### config.mk
export PLATFORM = sky130hd
export DESIGN_NAME = lpc_ctrl
export DESIGN_NICKNAME = d
export VERILOG_FILES = /design/src/rtl/lpc_pkg.sv /design/src/rtl/lpc_sync.sv /design/src/rtl/lpc_fsm.sv /design/src/rtl/lpc_domains.sv /design/src/rtl/lpc_ctrl.sv
export SDC_FILE = /design/constraint.sdc
export NUM_CORES = 1
export LEC_CHECK = 0
export ABC_AREA = 1
export BUFFER_PORTS_ARGS = -buffer_cell sky130_fd_sc_hd__buf_2
export CORE_AREA = 2 2 39 41
export DETAILED_ROUTE_END_ITERATION = 10
export DIE_AREA = 0 0 41 43
export PLACE_DENSITY = 0.48
export SKIP_LAST_GASP = 1
export SYNTH_ARGS = -nofsm -noshare
export SYNTH_HDL_FRONTEND = slang
export SYNTH_SLANG_ARGS = --single-unit
### constraint.sdc
create_clock -name clk -period 2.15 [get_ports clk]
set_input_delay 0.43 -clock clk [delete_from_list [all_inputs] [get_ports clk]]
set_output_delay 0.43 -clock clk [all_outputs]
set_load 0.02 [all_outputs]
### src/rtl/lpc_pkg.sv
package lpc_pkg;

    localparam int unsigned NUM_PINS = 3;

    typedef enum logic [1:0] {
        LP_RUN   = 2'd0,
        LP_GRANT = 2'd1,
        LP_SLEEP = 2'd2
    } lp_state_e;

    // synchronised requests, active high
    typedef struct packed {
        logic stop;
        logic sleep;
        logic hold;
    } pin_req_t;

    typedef struct packed {
        logic core;
        logic bus;
        logic intc;
        logic pll;
    } dom_en_t;

    function automatic dom_en_t dom_for(input lp_state_e s);
        dom_en_t e;
        e.pll  = 1'b1;
        e.core = (s == LP_RUN);
        e.bus  = (s != LP_SLEEP);
        e.intc = (s != LP_SLEEP);
        return e;
    endfunction

    function automatic logic accepts(input lp_state_e s);
        return s != LP_SLEEP;
    endfunction

endpackage

### src/rtl/lpc_sync.sv
module lpc_sync #(
    parameter int unsigned STAGES = 2,
    parameter int unsigned WIDTH  = 1,
    parameter logic [WIDTH-1:0] RST_VAL = '0
) (
    input  logic             clk,
    input  logic             rst,
    input  logic [WIDTH-1:0] d,
    output logic [WIDTH-1:0] q
);
    logic [WIDTH-1:0] chain [STAGES];

    always_ff @(posedge clk) begin
        if (rst) chain[0] <= RST_VAL;
        else     chain[0] <= d;
    end

    for (genvar g = 1; g < STAGES; g++) begin : g_stage
        always_ff @(posedge clk) begin
            if (rst) chain[g] <= RST_VAL;
            else     chain[g] <= chain[g-1];
        end
    end

    assign q = chain[STAGES-1];
endmodule

### src/rtl/lpc_fsm.sv
module lpc_fsm
    import lpc_pkg::*;
(
    input  logic      clk,
    input  logic      rst,
    input  pin_req_t  req,
    output lp_state_e state,
    output logic      ack_req
);
    lp_state_e nxt;

    always_comb begin
        nxt = state;
        if (req.hold) begin
            nxt = LP_RUN;
        end else begin
            unique case (state)
                LP_RUN:   if (req.stop) nxt = LP_GRANT;
                LP_GRANT: begin
                    if (!req.stop)      nxt = LP_RUN;   // release wins over sleep
                    else if (req.sleep) nxt = LP_SLEEP;
                end
                LP_SLEEP: if (!req.sleep) nxt = LP_GRANT;
                default:  nxt = LP_RUN;
            endcase
        end
    end

    always_ff @(posedge clk) begin
        if (rst) begin
            state   <= LP_RUN;
            ack_req <= 1'b0;
        end else begin
            state   <= nxt;
            ack_req <= (state == LP_RUN) && (nxt == LP_GRANT);
        end
    end

    // the acknowledge request is a single pulse
    p_ack_single_r1: assert property (@(posedge clk) disable iff (rst)
        ack_req |=> !ack_req);

    // the pulse only appears together with Stop Grant
    p_ack_in_grant_r1: assert property (@(posedge clk) disable iff (rst)
        ack_req |-> state == LP_GRANT);

    // Running never jumps straight into Sleep
    p_no_run_to_sleep_r4: assert property (@(posedge clk) disable iff (rst)
        state == LP_RUN |=> state != LP_SLEEP);

    // without a reset, Sleep never jumps straight into Running
    p_sleep_via_grant_r12: assert property (@(posedge clk) disable iff (rst || req.hold)
        state == LP_SLEEP |=> state != LP_RUN);

    // a synchronised reset request forces Running without a pulse
    p_hold_forces_run_r11: assert property (@(posedge clk) disable iff (rst)
        req.hold |=> (state == LP_RUN) && !ack_req);
endmodule

### src/rtl/lpc_domains.sv
module lpc_domains
    import lpc_pkg::*;
(
    input  logic      clk,
    input  logic      rst,
    input  lp_state_e state,
    output dom_en_t   en,
    output logic      snoop_ok,
    output logic      intr_ok
);
    assign en       = dom_for(state);
    assign snoop_ok = accepts(state);
    assign intr_ok  = accepts(state);

    // interrupts are taken only while the interrupt controller is clocked
    p_intr_needs_clock_r6: assert property (@(posedge clk) disable iff (rst)
        intr_ok |-> en.intc);

    // whenever the bus clock stops, the core is stopped and the PLL runs
    p_sleep_pll_only_r5: assert property (@(posedge clk) disable iff (rst)
        !en.bus |-> (en.pll && !en.core && !snoop_ok));
endmodule

### src/rtl/lpc_ctrl.sv
module lpc_ctrl
    import lpc_pkg::*;
#(
    parameter int unsigned SYNC_STAGES = 2
) (
    input  logic       clk,
    input  logic       rst,
    input  logic       stop_n_pin,
    input  logic       sleep_n_pin,
    input  logic       reset_n_pin,
    input  logic       bus_clk_in,
    output logic       bus_clk_out,
    output logic       core_clk_en,
    output logic       bus_clk_en,
    output logic       intc_clk_en,
    output logic       pll_en,
    output logic       snoop_accept,
    output logic       intr_accept,
    output logic       stpgnt_ack_req,
    output logic [1:0] lp_state
);
    logic [NUM_PINS-1:0] raw_req;
    logic [NUM_PINS-1:0] sync_req;
    pin_req_t            req;
    lp_state_e           state;
    dom_en_t             en;

    assign raw_req = {~stop_n_pin, ~sleep_n_pin, ~reset_n_pin};

    lpc_sync #(
        .STAGES (SYNC_STAGES),
        .WIDTH  (NUM_PINS),
        .RST_VAL('0)
    ) u_sync (
        .clk(clk),
        .rst(rst),
        .d  (raw_req),
        .q  (sync_req)
    );

    assign req = pin_req_t'(sync_req);

    lpc_fsm u_fsm (
        .clk    (clk),
        .rst    (rst),
        .req    (req),
        .state  (state),
        .ack_req(stpgnt_ack_req)
    );

    lpc_domains u_dom (
        .clk     (clk),
        .rst     (rst),
        .state   (state),
        .en      (en),
        .snoop_ok(snoop_accept),
        .intr_ok (intr_accept)
    );

    assign core_clk_en = en.core;
    assign bus_clk_en  = en.bus;
    assign intc_clk_en = en.intc;
    assign pll_en      = en.pll;
    assign lp_state    = state;
    assign bus_clk_out = bus_clk_in;   // never gated
endmodule

Word level (Yosys, flattened, before mapping). Memory sizes are Yosys's and may differ from the RTL's. Index checks and enable logic that the tools add are counted.

Output and inout port bits: 10. Logic and storage cells: 25. Latch bits: 0. ROM bits: 0. Input bits: 6. Memory bits (writable): 6. Flip-flop bits (word level): 3. Memories: 1.

Memory list: u_sync.chain (depth 2, width 3, read ports 2, clocked after Yosys merged registers in 0, write ports 2, RTL line lpc_sync.sv:11) `logic [WIDTH-1:0] chain [STAGES];`.

Shift operators: 0. Div/mod/pow operators: 0. $lt $le $gt $ge: 0. Eq/ne operators: 4. Muxes and demuxes: 11. Add/subtract/negate cells: 0. Bitwise gates (word level): 5. Multiply operators: 0. Reductions and logical operators: 2.

Operators with widths (number): $mux 2 (5); $mux 3 (2); $pmux 2 s3 (1); $eq 2x1->1 const B (2); $mux 1 (3); $not 1->1 (3); $eq 2x2->1 const B (1); $logic_not 2->1 (1); $ne 2x2->1 const B (1); $or 1x1->1 (2); $logic_and 1x1->1 (1).

Depth between registers and ports, before layout. An unclocked memory read counts as a cell.

Word-level depth: 7. Mapped depth: 5.

Hierarchy. A second synthesis with hierarchy kept.

Cells, all modules: 50. Area, all modules: 359.1 um^2.

Modules (own cells, without submodules): lpc_sync (times used 1, area an instance 165.2 um^2, seq. area each 120.1 um^2, cells an instance 18); lpc_fsm (times used 1, area an instance 130.1 um^2, seq. area each 60.1 um^2, cells an instance 20); lpc_domains (times used 1, area an instance 45.0 um^2, seq. area each 0.0 um^2, cells an instance 8); lpc_ctrl (times used 1, area an instance 18.8 um^2, seq. area each 0.0 um^2, cells an instance 4).

Worst setup path before layout. No wires, ideal clock.

Path kind: flip-flop to output port. Start point: register u_fsm.state[0]. End point: output port intc_clk_en. Cell stages (with the launch flop): 4. Slack: 0.851 ns. Arrival time: 0.869 ns. Data required time: 1.720 ns. Path buffers: 1. Cell sequence: dfxtp_1 > inv_1 > nand2_2 > buf_4.

Word-level cells in the longest chain between the ends: 1.

Ends and longest elaborated chain: from (decl) (RTL line lpc_fsm.sv:7) `output lp_state_e state,`; from (signal assigned) (RTL line lpc_fsm.sv:34) `state <= nxt;`; $ne 2x2->1; to (decl) (RTL line lpc_ctrl.sv:15) `output logic intc_clk_en,`.

Every way passes these cells.

Worst setup path in the final report.
Start point: register u_fsm.state[0]. End point: output port snoop_accept.

Word-level cells in the longest chain between the ends: 1.

Ends and longest elaborated chain: $ne 2x2->1 (RTL line lpc_pkg.sv:35) `return s != LP_SLEEP;`; to (decl) (RTL line lpc_ctrl.sv:17) `output logic snoop_accept,`.

Every way passes these cells.

==> results.cfg <==
[timing]
rsz0062_at_grt = false
setup_tns_ns = 0
slew_viol_final = 0
min_period_ns = 1.37
fin_skew_ns = 0.00268
hold_violations = 0
fin_crit_sh_pct = 63.6
fin_ws_ns = 0.783
fmaxAchievable_mhz = 732
setup_viol = 0

[synthesis]
ys_ff_latch = 9
synth_top_cell_by_area = dfxtp_1
syn_avg_cell_area_um2 = 8.33
ys_warn_count = 0
synth_area_leaders = dfxtp_1 57%, buf_4 12%, nor2_1 11%
ys_types = 10
netlist.area_leader.share_pct = 56.9
synth-edff-count = 0
synthesis.area_um2 = 317
seq_area_frac_synth_pct = 56.9
netlist_instances = 38
ys.flop_type = dfxtp_1
synth_nets = 44
async_flop_share_pct = 0
synth_common_cells = 9 x dfxtp_1, 9 x nor2_1, 7 x inv_1

[cts]
clkTransAtPathRegs_ns = 0.06
clkLatencyLatePin_ns = 0.25
clock-root-buffer = clkbuf_4
post_cts.repair.setup_buffers = 0
cts.repair.resized = 0
tritoncts = yes
clock_path_buffers = 2
holdBufCountCts = 0
cts_buffers = 3
htree_levels = 1
cts_num_sinks = 9

[floorplanning]
core_um2 = 1380
initial_utilization_pct = 22.9
ios = 16
die_w_um = 41
dieHeight_um = 43
die_area_um2 = 1760
num_rows = 14

[critical_path]
crit_fanout = 5
cpPeakStageDelay_ns = 0.36
start_kind = flop
critPathArrivalTime_ns = 0.94
r2r_setup_slack_ns = 1.34
cp_slowest_cell = dfxtp_1
cp_top_family = flip-flops
cp_num_buf_inv = 2
worstPathCellList = inv_1 > nand2_2 > buf_2
critPathRequiredTime_ns = 1.72
critical_path.endpoint_type = primary output
critical_path_class = reg2out

[placement]
io_buffer_count = 12
gp_congestion = 0.587
hpwl_um = 320
post-place-ws_ns = 1.05

[power]
ir_worst_vdd_mv = 0.314
netSwitchingPower_mw = 0.0648
switching_share_pct = 20.5
power.leakage_nw = 0.195
clockPowerShare_pct = 39.4
internal-power_mw = 0.251
p_per_area_nw_per_um2 = 819
power_frac_comb_pct = 5.2
pwr-share-seq_pct = 55.4

[global_route]
grt_pass1_wl_um = 558
overflow = 0
antenna_found_initial = 0
grt_pass1_vias = 146
grtUsageTotal_pct = 5.26
grt_max_degree = 8

[layout]
drive_above_1_share_pct = 34.7
seq_area_um2 = 180
fill_cells = 161
layout.nets = 56
multi_input_area_um2 = 72.6
syn_to_final_growth_pct = 21.7
antenna_cells = 0

[route]
vias_per_cell = 3.54
drt-total-wl_um = 420
dr.first_iter.drc_count = 1
drt_first_pass_iters = 2
num_vias = 230
routedWlPerCell_um = 6.46
ant_nets = 0
drc = 0

[outcome]
outcome = completed

[run]
maxCapViolations = 0

[worst_hold_path]
hp-class = in2reg
-- final timing paths --
check / end / cells past startpoint / start
worst min-delay path: u_sync.chain[0][0] / 2 / reset_n_pin
worst min register to register: u_sync.chain[1][0] / 2 / u_sync.chain[0][0]
worst max register to register: u_fsm.state[1] / 5 / u_fsm.state[1]
worst max-delay path: snoop_accept / 3 / u_fsm.state[0]
-- cells in the final DEF, fill, tap and decap left out --
master / netlist / layout
buf_2: 0 / 12
clkbuf_1: 0 / 1
clkbuf_4: 0 / 3
conb_1: 1 / 1
dfxtp_1: 9 / 9
inv_1: 7 / 7
nand2_1: 3 / 3
nand2_2: 1 / 1
nand4_1: 1 / 1
nor2_1: 9 / 9
nor2_2: 1 / 1
o21ai_1: 1 / 1
-- registers in the layout (all words and copies together) (netlist names) --
register       count
u_fsm.state        2
u_fsm.ack_req      1
u_sync.chain       6
-- metrics by stage --
step	instances	hold WS [ns]	utilization, %	power, mW	area (µm²)
2_1_floorplan	38	0.388	-	0.192	317
3_3_place_gp	61	0.391	25.9	0.195	359
3_5_place_dp	61	0.392	25.9	0.195	359
4_1_cts	65	0.313	27.8	0.324	385
5_1_grt	65	0.306	27.8	0.337	385
6_report	65	0.324	27.8	0.316	385
-- cells by family (layout without fill, tap and decap cells) --
group                  Yosys count  in the layout  synth area share, %
AO/OA/AOI/OAI                    1              1                 1.58
flip-flops                       9              9                 56.9
other                            1              1                 1.18
AND/OR/NAND/NOR                 15             15                 20.2
buffers and inverters           12             23                 20.2
-- area by class of cell --
class / instances / area share [%]
flip-flops and latches: 9 / 46.8
inverters: 7 / 6.82
well taps: 16 / 5.19
multi-input cells: 17 / 18.8
clock buffers: 4 / 6.82
repair buffers: 12 / 15.6
-- per-layer routing --
layer  GRT usage [%]  part of all wire [%]  up-vias
met2            4.69                    38       15
met3            4.71                    16        0
li1                -                     -      127
met5               0                     0        -
met4            4.00                     0        0
met1            7.24                    45       88
-- power groups by stage --
stage | sequential (mW) | clock [mW] | combinational [mW]
2_1_floorplan | 0.180 | 0 | 0.0123
3_3_place_gp | 0.179 | 0 | 0.0165
3_5_place_dp | 0.179 | 0 | 0.0167
4_1_cts | 0.175 | 0.133 | 0.0167
5_1_grt | 0.175 | 0.143 | 0.0189
6_report | 0.175 | 0.124 | 0.0164
Power figures use the tool's default switching activity.
